[src/rtl/rt_fifo.sv]
module rt_fifo #(
  parameter int WIDTH  = 8,
  parameter int DEPTH  = 16,
  parameter int AE_DEF = 2,
  parameter int AF_DEF = 2,
  localparam int AW = $clog2(DEPTH),
  localparam int OW = AW - 1
) (
  input  logic             clk,
  input  logic             rst,
  input  logic             wr_en,
  input  logic [WIDTH-1:0] wr_data,
  input  logic             rd_en,
  output logic [WIDTH-1:0] rd_data,
  input  logic             rewind,
  input  logic             ld_en,
  input  logic [OW-1:0]    ld_val,
  output logic             empty_n,
  output logic             aempty_n,
  output logic             half_n,
  output logic             afull_n,
  output logic             full_n
);

  logic [WIDTH-1:0] mem [DEPTH];
  logic [AW:0]      wp, rp, count;
  logic             hold_d;
  logic [OW-1:0]    lo_off, hi_off;
  logic             ld_sel;

  wire blocked = rewind | hold_d;
  wire do_wr   = wr_en & ~blocked & (count != (AW+1)'(DEPTH));
  wire do_rd   = rd_en & ~blocked & (count != '0);

  always_ff @(posedge clk) begin
    if (do_wr) mem[wp[AW-1:0]] <= wr_data;
  end

  always_ff @(posedge clk) begin
    if (rst) begin
      wp      <= '0;
      rp      <= '0;
      count   <= '0;
      hold_d  <= 1'b0;
      rd_data <= '0;
    end else begin
      hold_d <= rewind;
      if (rewind) begin
        rp    <= '0;
        count <= wp;
      end else begin
        if (do_wr) wp <= wp + 1'b1;
        if (do_rd) begin
          rp      <= rp + 1'b1;
          rd_data <= mem[rp[AW-1:0]];
        end
        count <= count + (AW+1)'(do_wr) - (AW+1)'(do_rd);
      end
    end
  end

  always_ff @(posedge clk) begin
    if (rst) begin
      lo_off <= OW'(AE_DEF);
      hi_off <= OW'(AF_DEF);
      ld_sel <= 1'b0;
    end else if (ld_en) begin
      if (ld_sel) hi_off <= ld_val;
      else        lo_off <= ld_val;
      ld_sel <= ~ld_sel;
    end
  end

  assign empty_n  = count != '0;
  assign aempty_n = ~(count <= (AW+1)'(lo_off));
  assign half_n   = ~(count > (AW+1)'(DEPTH/2));
  assign afull_n  = ~(count >= (AW+1)'(DEPTH) - (AW+1)'(hi_off));
  assign full_n   = count != (AW+1)'(DEPTH);

  p_count_bound_r6: assert property (@(posedge clk) disable iff (rst)
    count <= (AW+1)'(DEPTH));

  p_full_write_ignored_r6: assert property (@(posedge clk) disable iff (rst)
    (!full_n && wr_en && !rd_en && !rewind) |=> $stable(wp) && $stable(count));

  p_empty_read_ignored_r7: assert property (@(posedge clk) disable iff (rst)
    (!empty_n && rd_en && !wr_en && !rewind) |=> $stable(rd_data) && $stable(rp));

  p_rewind_zero_r8: assert property (@(posedge clk) disable iff (rst)
    rewind |=> (rp == '0));

  p_recovery_lock_r9: assert property (@(posedge clk) disable iff (rst)
    (hold_d && !rewind) |=> $stable(wp) && $stable(rp) && $stable(count));

  p_flag_nesting_r3: assert property (@(posedge clk) disable iff (rst)
    !empty_n |-> !aempty_n);

  p_full_implies_afull_r5: assert property (@(posedge clk) disable iff (rst)
    !full_n |-> !afull_n);

endmodule

[config.mk]
export PLATFORM = sky130hd
export DESIGN_NAME = rt_fifo
export DESIGN_NICKNAME = d
export VERILOG_FILES = /design/src/rtl/rt_fifo.sv
export SDC_FILE = /design/constraint.sdc
export NUM_CORES = 1
export LEC_CHECK = 0
export ABC_CLOCK_PERIOD_IN_PS = 3490
export CORE_MARGIN = 2
export CORE_UTILIZATION = 63
export DETAILED_ROUTE_END_ITERATION = 8
export DONT_BUFFER_PORTS = 1
export PLACE_DENSITY_LB_ADDON = 0.08
export SYNTH_ARGS = -nofsm -noshare
export SYNTH_HDL_FRONTEND = slang
export SYNTH_SLANG_ARGS = --single-unit
[constraint.sdc]
create_clock -name clk -period 3.49 [get_ports clk]
set_input_delay 0.1745 -clock clk [delete_from_list [all_inputs] [get_ports clk]]
set_output_delay 0.1745 -clock clk [all_outputs]
set_load 0.01 [all_outputs]
## After elaboration in Yosys (flattened, before gate mapping)

Memory sizes are Yosys's and may differ from the RTL's. A register that Yosys moved wholly into a read port is not among the register bits.
Index checks and enable logic that the tools add are counted.

- RAM bits: 128
- Bits in registers: 23
- Memories: 1

- Equal/unequal tests: 1
- $lt $le $gt $ge: 3
- Add/sub/neg operators: 5
- Bitwise logic cells: 11
- Reductions and logical operators: 6
- Multiplexer cells: 3

Memories:

| name | depth | width | read ports | clocked after Yosys merged registers in | write ports | line | source |
|---|---|---|---|---|---|---|---|
| mem | 16 | 8 | 1 | 1 | 1 | 25 | `logic [WIDTH-1:0] mem [DEPTH];` |

Operator list:

| cell | count |
|---|---|
| adder 5 x 1 -> 5 bit (second input constant) | 2 |
| AND reduction 2 bit | 4 |
| NOT 1 bit | 6 |
| adder 5 x 1 -> 5 bit | 1 |
| >= comparator 5 bit | 1 |
| greater-than comparator 5 x 4 -> 1 bit (second input constant) | 1 |
| <= comparator 5 x 3 -> 1 bit | 1 |
| two-way mux 5 bit | 1 |
| inequality test 5 bit (second input constant) | 1 |
| nonzero test 5 bit | 1 |
| subtractor 5 x 1 -> 5 bit | 1 |
| subtractor 5 x 3 -> 5 bit (first input constant) | 1 |
| AND 1 bit | 4 |
| two-way mux 1 bit | 2 |
| OR reduction 2 bit | 1 |
| OR 1 bit | 1 |

## Longest topological paths before layout

- Word-level depth: 7
- Gate-level depth with buffers: 16

## Worst setup path before layout

Ideal clock, no wire load.

- Kind: reg-to-reg
- From: register count[2]
- To: register count[4]
- Setup slack: 0.680 ns
- Data arrival time: 2.719 ns
- Stages on the path, launching flop included: 16
- Required time: 3.399 ns
- Period minus slack after synthesis: 2.810 ns
- Cell sequence: dfxtp_1 inv_1 ha_1 or4b_4 nand3_4 inv_4 ha_1 inv_1 ha_1 inv_1 fa_1 inv_1 a21oi_1 nor2_1 or3_1 a311oi_1

- Elaborated cells on any way between the ends: 7
- Those cells by class: 2 x add/sub; 1 x eq/ne; 1 x mux; 2 x bitwise; 1 x reduce/logical

RTL lines:

| element | line | source |
|---|---|---|
| start, declared | 26 | `logic [AW:0] wp, rp, count;` |
| start signal, assigned | 50 | `count <= wp;` |
| start signal, assigned | 57 | `count <= count + (AW+1)'(do_wr) - (AW+1)'(do_rd);` |
| nonzero test 5 bit | n/a |  |
| named net empty_n | 18 | `output logic empty_n,` |
| AND 1 bit | 33 | `wire do_rd = rd_en & ~blocked & (count != '0);` |
| named net do_rd | 33 |  |
| subtractor 5 x 1 -> 5 bit | 57 |  |
| two-way mux 5 bit | 48 | `if (rewind) begin` |

The timed path passes the listed nets, and every way through them passes these cells.
A chain may end at the register's enable or synchronous reset.

## Final worst setup path

- From: register count[3]
- To: register count[4]

Same word-level chain as after synthesis.

==> impl_metrics.env <==
export IMPL_required_ns=3.91
export IMPL_synth_top_cell_by_area="edfxtp_1"
export IMPL_vias=3425
export IMPL_setup_worst_path_start="count[3]"
export IMPL_outcome="completed"
export IMPL_ys_types=40
export IMPL_drtIter0Drc=267
export IMPL_grt_use_met3=0.0754
export IMPL_leakagePower_uw=0.00251
export IMPL_worst_slack_ns=0.473
export IMPL_dieArea_mm2=0.0114
export IMPL_cts_num_sinks=158
export IMPL_htree_levels=4
export IMPL_r2r_start="count[3]"
export IMPL_path_depth=15
export IMPL_finalWirelength_mm=12.6
export IMPL_drv_cap=0
export IMPL_seq_area_frac_synth=0.667
export IMPL_seq_area_mm2=0.00445
export IMPL_multi_input_area_mm2=0.00201
export IMPL_grt_util_met1=0.329
export IMPL_io_buffer_count=0
export IMPL_fin_crit_sh=0.865
export IMPL_p_per_area_mw_per_mm2=519
export IMPL_slowest_stage="or4b_4"
export IMPL_critPathBufInv=5
export IMPL_ys_ff_latch=158
export IMPL_wl_per_cell_um=22.0
export IMPL_detail_route_antenna_nets=0
export IMPL_vdd_ir_drop_worst_uv=448
export IMPL_synth_nets=434
export IMPL_cp_endpoint="count[4]"
export IMPL_drive_gt1_frac=0.202
export IMPL_hp_class="in -> reg"
export IMPL_hold_buffers=16
export IMPL_crit_arrival_ns=3.44
export IMPL_die_h_um=107
export IMPL_synth_flop_cell="edfxtp_1"
export IMPL_clkSlewWorstSetupHoldPaths_ns=0.06
export IMPL_final_nets=465
export IMPL_clk_latency_ns=0.52
export IMPL_path_max_fanout=10
export IMPL_grt_pass1_wl_mm=19.9
export IMPL_yosys_warnings=0
export IMPL_end_kind="flop"
export IMPL_grt_overflow=0
export IMPL_crit_type="reg -> reg"
export IMPL_grt_usage=0.245
export IMPL_fillerInstances=640
export IMPL_min_period_ns=3.02
export IMPL_syn2layout_area_growth_pct=12.6
export IMPL_cts_resized=0
export IMPL_die_w_um=107
export IMPL_r2r_end="count[4]"
export IMPL_synth_top_cells_by_area="edfxtp_1 (58%), mux4_2 (11%), dfxtp_1 (9.0%), ha_1 (4.3%), mux2i_1 (3.2%)"
export IMPL_slew_headroom=0.339
export IMPL_grt_max_degree=32
export IMPL_core_mm2=0.0103
export IMPL_via_per_inst=5.99
export IMPL_cp_cell_sequence="inv_1 > ha_1 > or4b_4 > nand3_4 > inv_4 > ha_1 > inv_1 > ha_1 > inv_1 > fa_1 > inv_1 > a21oi_1 > nor2_1 > or3_1 > a311oi_1"
export IMPL_dp_cells=525
export IMPL_clock_path_buffers=2
export IMPL_post_cts_buffers=0
export IMPL_antennaDiodeCount=0
export IMPL_final_instance_count_excl_fill=572
export IMPL_drc_errors=0
export IMPL_io_pins=30
export IMPL_synth_top_area_share=0.577
export IMPL_cts_tree="yes"
export IMPL_mostFrequentLayoutCell="edfxtp_1"
export IMPL_critPathMaxStageDelay_ns=0.51
export IMPL_path_common_cell="inv_1"
export IMPL_cts_buffers=17
export IMPL_fp_row_count=37
export IMPL_r2r_cells=15
export IMPL_synthCells=393
export IMPL_max_freq_mhz=331
export IMPL_dpl_hpwl_mm=8.34
export IMPL_drv_slew=0
export IMPL_most_common_layout_cells="edfxtp_1 (128), mux4_2 (32), dfxtp_1 (29)"
export IMPL_use_met2=0.393
export IMPL_root_buffer="clkbuf_8"
export IMPL_ff2ff_setup_slack_ns=0.47
export IMPL_fin_skew_ns=0.00518
export IMPL_pre_cts_ws_ns=0.484
export IMPL_syn_area_per_cell_um2=17.0
export IMPL_setup_violations=0
export IMPL_hold_viol=0
export IMPL_crit_family="simple AND/OR/NAND/NOR gates"
export IMPL_initial_utilization=0.648
export IMPL_tightest_slew_ns=0.988
export IMPL_grt_pass1_vias=3642
export IMPL_finalSetupTns_ns=0
export IMPL_syn_area_mm2=0.00666
export IMPL_dr_pass1_iters=6
export IMPL_start_kind="flop"
export IMPL_synthArstFlopShare=0
export IMPL_antenna_found_initial=0
export IMPL_synth_edf_count=128
export IMPL_top_usage_layer="met2"
export IMPL_gp_congestion=0.811
export IMPL_rsz0062_at_grt="false"
[metal layers]
layer	vias to the layer above	share of wire
met5	-	0
met4	0	0.012
met3	13	0.073
met2	100	0.49
met1	1737	0.42
li1	1575	-
[cell families (layout without fill, tap and decap cells)]
group / after synthesis / count (layout) / share of synthesized area
AOI/OAI and AO/OA: 29 / 29 / 0.0368
xor gates and xnor gates: 8 / 8 / 0.0105
buffers and inverters: 41 / 84 / 0.0312
muxes: 53 / 53 / 0.140
DFF: 158 / 158 / 0.667
adders and majority gates: 24 / 24 / 0.0462
and+or+nand+nor: 80 / 80 / 0.0684
[registers in the layout, summed over array words and instances, names as in the netlist]
register	cells
ld_sel	1
rd_data	8
lo_off	3
hi_off	3
mem	128
hold_d	1
count	5
rp	4
wp	5
[stage by stage]
step,utilization,hold WS [ns],area [um^2],power (uW)
2_1_floorplan,-,0.273,6660,2240
3_3_place_gp,0.664,0.248,6820,2270
3_5_place_dp,0.664,0.249,6820,2270
4_1_cts,0.730,0.0474,7500,3920
5_1_grt,0.730,0.0704,7500,4030
6_report,0.730,0.0579,7500,3890
[worst reg2reg max path, delay by kind of cell, from the launching register on]
| kind | cells | cell delay [ns] |
|---|---|---|
| AO/OA/AOI/OAI | 2 | 0.37 |
| adder cells (fa/ha/maj) | 4 | 0.83 |
| buffers and inverters | 5 | 0.36 |
| flip-flops | 1 | 0.33 |
| AND/OR/NAND/NOR | 4 | 1.05 |
[cell usage after synthesis (2+ instances only)]
cell type  number
nand3_1         2
inv_1          22
dfxtp_1        30
buf_4           2
nor2_1         26
buf_6           5
mux2i_1        21
edfxtp_1      128
o21ai_0         5
nor3_1          9
nor2b_1         2
ha_1           23
nand3b_1        8
or3_1           3
xor2_1          5
buf_2           4
xnor2_1         3
nand2_1        13
nand2b_1        6
nand4_1         3
a21oi_1        10
clkbuf_1        6
o221ai_2        8
and3_1          2
mux4_2         32
[where the power goes]
group	switching, uW	internal, uW	leakage [uW]	total (uW)
sequential	21.1	2060	0.00140	2080
combinational	115	81.4	0.000873	197
clock	682	935	0.000244	1620
[final cells by class]
type                       instances  share of cell area
clock buffer                      20              0.0567
multi-input combinational        194               0.268
inverter                          23              0.0118
timing repair buffer              30              0.0354
clock inverter                    11              0.0128
tap                              136              0.0227
sequential                       158               0.593
[worst min-delay path by stage]
| stage | startpoint | end | slack, ns | cells after the start |
|---|---|---|---|---|
| 3_3_place_gp | rst | wp[1] | 0.25 | 1 |
| 6_report | wr_en | wp[1] | 0.06 | 4 |
| 3_5_place_dp | rst | hi_off[0] | 0.25 | 1 |
| 2_1_floorplan | wr_data[0] | mem[0][0] | 0.27 | 0 |
| 4_1_cts | wr_en | wp[1] | 0.05 | 4 |
| 5_1_grt | wr_en | wp[1] | 0.07 | 4 |
Note: power is estimated with default switching activity, not from simulation.
